[src/rtl/supmon_pkg.sv]
package supmon_pkg;

    // Synchronised comparator status; below_rst is the upper bit.
    typedef struct packed {
        logic below_rst;
        logic below_warn;
    } cmp_t;

    // Analog enables and power indication.
    typedef struct packed {
        logic ref_en;
        logic rst_cmp_en;
        logic pf_cmp_en;
        logic low_pwr;
    } gate_t;

    typedef enum logic {
        ST_HOLD = 1'b1,
        ST_RUN  = 1'b0
    } rst_state_e;

    // Safe state after reset: supply treated as below the reset level, no warning.
    localparam cmp_t CMP_RESET = '{below_rst: 1'b1, below_warn: 1'b0};

    function automatic gate_t gate_for(input logic stop, input logic keep);
        gate_t g;
        logic on;
        on           = !stop || keep;
        g.ref_en     = on;
        g.rst_cmp_en = on;
        g.pf_cmp_en  = on;
        g.low_pwr    = stop && keep;
        return g;
    endfunction

endpackage

[src/rtl/supmon_sync.sv]
module supmon_sync #(
    parameter int               WIDTH     = 2,
    parameter int               STAGES    = 2,
    parameter logic [WIDTH-1:0] RESET_VAL = '0
) (
    input  logic             clk,
    input  logic             rst,
    input  logic [WIDTH-1:0] d,
    output logic [WIDTH-1:0] q
);
    logic [WIDTH-1:0] chain [STAGES];

    always_ff @(posedge clk) begin
        if (rst) begin
            for (int i = 0; i < STAGES; i++) chain[i] <= RESET_VAL;
        end else begin
            chain[0] <= d;
            for (int i = 1; i < STAGES; i++) chain[i] <= chain[i-1];
        end
    end

    assign q = chain[STAGES-1];
endmodule

[src/rtl/supmon_rst_stretch.sv]
module supmon_rst_stretch
    import supmon_pkg::*;
#(
    parameter int RELEASE_CYCLES = 65536
) (
    input  logic clk,
    input  logic rst,
    input  logic below,
    output logic core_reset
);
    localparam int            CW   = (RELEASE_CYCLES > 1) ? $clog2(RELEASE_CYCLES) : 1;
    localparam logic [CW-1:0] LAST = CW'(RELEASE_CYCLES - 1);

    rst_state_e    state;
    logic [CW-1:0] cnt;

    always_ff @(posedge clk) begin
        if (rst) begin
            state <= ST_HOLD;
            cnt   <= '0;
        end else if (below) begin
            state <= ST_HOLD;
            cnt   <= '0;
        end else if (state == ST_HOLD) begin
            if (cnt == LAST) begin
                state <= ST_RUN;
                cnt   <= '0;
            end else begin
                cnt <= cnt + 1'b1;
            end
        end
    end

    assign core_reset = (state == ST_HOLD);

    assert_low_supply_holds_R1: assert property (@(posedge clk) disable iff (rst)
        below |=> core_reset);

    assert_release_clean_R2: assert property (@(posedge clk) disable iff (rst)
        $fell(core_reset) |-> !$past(below));

    assert_restart_zero_R3: assert property (@(posedge clk) disable iff (rst)
        below |=> (cnt == '0));
endmodule

[src/rtl/supmon_flags.sv]
module supmon_flags (
    input  logic clk,
    input  logic rst,
    input  logic warn,
    input  logic irq_en,
    input  logic clr_por,
    input  logic clr_pf,
    output logic por_flag,
    output logic pf_flag,
    output logic pf_irq
);
    always_ff @(posedge clk) begin
        if (rst) begin
            por_flag <= 1'b1;
            pf_flag  <= 1'b0;
        end else begin
            if (clr_por) por_flag <= 1'b0;
            if (warn)        pf_flag <= 1'b1;
            else if (clr_pf) pf_flag <= 1'b0;
        end
    end

    assign pf_irq = pf_flag && irq_en;

    assert_por_never_sets_R4: assert property (@(posedge clk) disable iff (rst)
        !por_flag |=> !por_flag);

    assert_pf_sticky_R5: assert property (@(posedge clk) disable iff (rst)
        (pf_flag && !clr_pf) |=> pf_flag);

    assert_set_wins_R6: assert property (@(posedge clk) disable iff (rst)
        (warn && clr_pf) |=> pf_flag);

    assert_irq_holds_R7: assert property (@(posedge clk) disable iff (rst)
        (pf_irq && !clr_pf && irq_en) |=> (pf_irq || !irq_en));
endmodule

[src/rtl/supmon_ctrl.sv]
module supmon_ctrl
    import supmon_pkg::*;
#(
    parameter int RELEASE_CYCLES = 65536,
    parameter int SYNC_STAGES    = 2
) (
    input  logic clk,
    input  logic rst,
    input  logic below_rst_i,
    input  logic below_warn_i,
    input  logic stop_i,
    input  logic keep_ref_i,
    input  logic fail_irq_en_i,
    input  logic sw_clr_por_i,
    input  logic sw_clr_pf_i,
    output logic core_reset_o,
    output logic por_flag_o,
    output logic pf_flag_o,
    output logic pf_irq_o,
    output logic ref_en_o,
    output logic rst_cmp_en_o,
    output logic pf_cmp_en_o,
    output logic low_pwr_o
);
    localparam int CMP_W = $bits(cmp_t);

    cmp_t  raw, synced;
    gate_t gate;
    logic  rst_eff, warn_eff;

    assign raw.below_rst  = below_rst_i;
    assign raw.below_warn = below_warn_i;

    supmon_sync #(
        .WIDTH    (CMP_W),
        .STAGES   (SYNC_STAGES),
        .RESET_VAL(CMP_RESET)
    ) u_sync (
        .clk(clk),
        .rst(rst),
        .d  (raw),
        .q  (synced)
    );

    assign gate     = gate_for(stop_i, keep_ref_i);
    assign rst_eff  = synced.below_rst  && gate.rst_cmp_en;
    assign warn_eff = synced.below_warn && gate.pf_cmp_en;

    supmon_rst_stretch #(
        .RELEASE_CYCLES(RELEASE_CYCLES)
    ) u_stretch (
        .clk       (clk),
        .rst       (rst),
        .below     (rst_eff),
        .core_reset(core_reset_o)
    );

    supmon_flags u_flags (
        .clk     (clk),
        .rst     (rst),
        .warn    (warn_eff),
        .irq_en  (fail_irq_en_i),
        .clr_por (sw_clr_por_i),
        .clr_pf  (sw_clr_pf_i),
        .por_flag(por_flag_o),
        .pf_flag (pf_flag_o),
        .pf_irq  (pf_irq_o)
    );

    assign ref_en_o     = gate.ref_en;
    assign rst_cmp_en_o = gate.rst_cmp_en;
    assign pf_cmp_en_o  = gate.pf_cmp_en;
    assign low_pwr_o    = gate.low_pwr;

    assert_off_ignores_warn_R8: assert property (@(posedge clk) disable iff (rst)
        (!pf_flag_o && !pf_cmp_en_o) |=> !pf_flag_o);

    assert_off_ignores_rst_R8: assert property (@(posedge clk) disable iff (rst)
        (!core_reset_o && !rst_cmp_en_o) |=> !core_reset_o);
endmodule

[config.mk]
export PLATFORM = sky130hd
export DESIGN_NAME = supmon_ctrl
export DESIGN_NICKNAME = d
export VERILOG_FILES = /design/src/rtl/supmon_pkg.sv /design/src/rtl/supmon_sync.sv /design/src/rtl/supmon_rst_stretch.sv /design/src/rtl/supmon_flags.sv /design/src/rtl/supmon_ctrl.sv
export SDC_FILE = /design/constraint.sdc
export NUM_CORES = 1
export LEC_CHECK = 0
export BUFFER_PORTS_ARGS = -buffer_cell sky130_fd_sc_hd__buf_2
export CAP_MARGIN = 20
export CORE_MARGIN = 8
export CORE_UTILIZATION = 53
export DETAILED_ROUTE_END_ITERATION = 8
export GPL_ROUTABILITY_DRIVEN = 0
export PLACE_DENSITY = 0.79
export SKIP_LAST_GASP = 1
export SLEW_MARGIN = 20
export SYNTH_ARGS = -nofsm -noshare
export SYNTH_HDL_FRONTEND = slang
export SYNTH_SLANG_ARGS = --single-unit
[constraint.sdc]
create_clock -name clk -period 2.25 [get_ports clk]
set_input_delay 0.1125 -clock clk [delete_from_list [all_inputs] [get_ports clk]]
set_output_delay 0.1125 -clock clk [all_outputs]
set_load 0.005 [all_outputs]
==> impl_metrics.py <==
metrics = {
    "timing": {
        "setup_tns_ps": 0,
        "fin_skew_ps": 5.54,
        "fin_crit_ps": 1880,
        "rsz0062_at_grt": "no",
        "tightest_slew_ps": 566,
        "min_period_over_period_pct": 83.6,
        "maxSlewViolCount": 0,
        "max_slew_margin_pct": 62.3,
        "hold_slack_ps": 17.0,
        "setup_violations": 0,
        "hold_viol_final": 0,
        "fmax_mhz": 531,
        "worst_slack_ps": 368,
    },
    "final_layout": {
        "syn_to_final_growth_pct": 12.2,
        "num_antenna_cells": 0,
        "postLayoutCoreUtil_pct": 63.2,
        "drive_gt1_share_pct": 22.1,
        "layout_common_cells": "23 x dfxtp_1, 16 x buf_2, 15 x nor2_1",
        "finalInstanceArea_sq_um": 1100,
        "nNetsFinal": 133,
        "layout_commonest_cell": "dfxtp_1",
        "fin_cells": 147,
    },
    "drt": {
        "ant_nets": 0,
        "vias": 744,
        "first_pass_iters": 4,
        "viasPerCell": 5.06,
        "wl_per_cell_um": 11.6,
        "drc": 0,
        "drt_iter0_drc": 7,
        "routed_wirelength_um": 1700,
    },
    "yosys": {
        "yosys_warnings": 0,
        "synthCells": 106,
        "ys_seq_area_share_pct": 46.8,
        "yosys-top-cells-area": "dfxtp_1 47%, xor2_1 6.2%, nor2_1 5.7%",
        "synth_top_area_share_pct": 46.8,
        "synth_cell_type_count": 31,
        "synth-seq-cells": 23,
        "syn_nets": 116,
        "netlist_area_sq_um": 983,
        "avgSynthCellArea_sq_um": 9.28,
        "yosysTopAreaCell": "dfxtp_1",
    },
    "global_routing": {
        "grt_usage_pct": 11.0,
        "grt_pass1_vias": 728,
        "antenna_found_initial": 0,
        "grt_max_degree": 15,
        "grt_first_pass_wirelength_um": 3000,
        "gr-total-overflow": 0,
    },
    "clock_tree": {
        "cts_tree": "done",
        "clock_latency_ps": 310,
        "cts.sinks": 23,
        "root_buffer": "clkbuf_4",
        "cts_setup_buffers": 0,
        "htree_levels": 1,
        "cts_made_buffers": 3,
        "cts.reportedPaths.clkPinSlew_ps": 120,
        "cts_buffer_depth": 2,
    },
    "floorplanning": {
        "rows": 15,
        "coreArea_sq_um": 1750,
        "die_x_um": 59.1,
        "fp.dieH_um": 59.1,
        "ios": 17,
        "initial_core_util_pct": 56.3,
        "dieArea_sq_um": 3490,
    },
    "job": {
        "maxCapViolations": 0,
    },
    "critical_path": {
        "crit_arrival_ps": 2070,
        "crit_path_end": "u_stretch.cnt[3]",
        "regToRegSetupSlack_ps": 370,
        "crit_type": "reg -> reg",
        "start_kind": "flop",
        "crit_start": "u_stretch.cnt[0]",
        "cp_max_fo": 14,
        "timing.rr.end": "u_stretch.cnt[3]",
        "worst-r2r-cell-count": 5,
        "critPathRequiredTime_ps": 2440,
        "r2r_start": "u_stretch.cnt[0]",
        "cp-end-kind": "flop",
    },
    "place": {
        "place.detailed.hpwl_um": 1260,
        "dp_slack_ps": 410,
        "port_buffers": 16,
        "dp_cells": 142,
        "place_area_sq_um": 1070,
    },
    "power_and_ir_drop": {
        "p_leak_nw": 0.412,
        "irDropWorstVdd_v": 0.000566,
        "p_per_area_nw_per_um2": 576,
        "finalPower_uw": 636,
    },
    "status": {
        "status": "finished, final reports clean",
    },
    "hold_path": {
        "hold_class": "in -> reg",
    },
}
-- layer usage --
metal | up-vias | track usage, % | wire [um]
met5 | - | 0 | 0
met4 | 0 | 6.48 | 40
met3 | 4 | 2.60 | 34
met2 | 7 | 18.1 | 823
met1 | 336 | 12.7 | 806
li1 | 397 | - | -
-- timing repair --
item | CTS | global route
hold buffers | 1 | 0
hold endpoints to repair | 1 | 0
gates resized for setup | 0 | 0
-- logic make-up (layout without fill, tap and decap cells) --
family	Yosys count	after routing	synth area share, %
XOR/XNOR	12	12	10.7
AO/OA/AOI/OAI	12	12	7.51
adder cells (fa/ha/maj)	1	1	1.27
AND/OR/NAND/NOR	50	50	29.0
flip-flops	23	23	46.8
buffers and inverters	7	23	3.69
multiplexers	1	1	1.02
-- how the worst min path moves through the flow --
stage	cells past startpoint	to	slack (ps)	startpoint
after detailed placement	2	u_sync.chain[0][1]	300	below_rst_i
after global routing	2	u_sync.chain[0][0]	20	below_warn_i
after floorplan	1	u_sync.chain[0][0]	180	rst
after CTS	2	u_sync.chain[0][0]	6	below_warn_i
final	2	u_sync.chain[0][0]	20	below_warn_i
after global placement	2	u_sync.chain[0][1]	300	below_rst_i
-- synth_stat cells --
cell and instances:
dfxtp_1 23, nor2_1 15, xor2_1 7, nand3_1 6
a21oi_1 5, nand2_1 5, xnor2_1 5, nand4_1 4
nor2b_1 3, a21o_1 2, and2_1 2, and3_1 2
buf_2 2, buf_4 2, inv_1 2, nor3_1 2
o21ai_0 2, o31ai_1 2, or2_2 2, or3_1 2
and4_1 1, and4_4 1, clkbuf_1 1, ha_1 1
mux2i_1 1, nand2b_1 1, nand4_2 1, nand4_4 1
o21ai_2 1, or2_4 1, or4_1 1
-- cell type report --
type | count | area, sq um
tap | 25 | 31.3
inverter | 2 | 7.51
timing repair buffer | 17 | 90.1
clock inverter | 1 | 5.00
fill | 149 | 642
sequential | 23 | 460
clock buffer | 3 | 22.5
multi-input combinational | 76 | 487
-- critical path: stages, from the launching register on --
cell and delay, ps:
dfxtp_1 440, ha_1 220, and4_1 370, nand4_1 160, o21ai_2 480, nor2_1 110
-- power breakdown --
part / total [mW] / internal [mW] / switching (mW)
combinational: 0.0336 / 0.0175 / 0.0161
clock: 0.185 / 0.0663 / 0.118
sequential: 0.418 / 0.414 / 0.00409
-- flip-flops by register name (all words and copies together), names as in the netlist --
name                  cells
u_flags.pf_flag           1
u_flags.por_flag          1
u_stretch.cnt            16
u_stretch.core_reset      1
u_sync.chain              4
No activity file was read; power rests on OpenSTA's default activity.
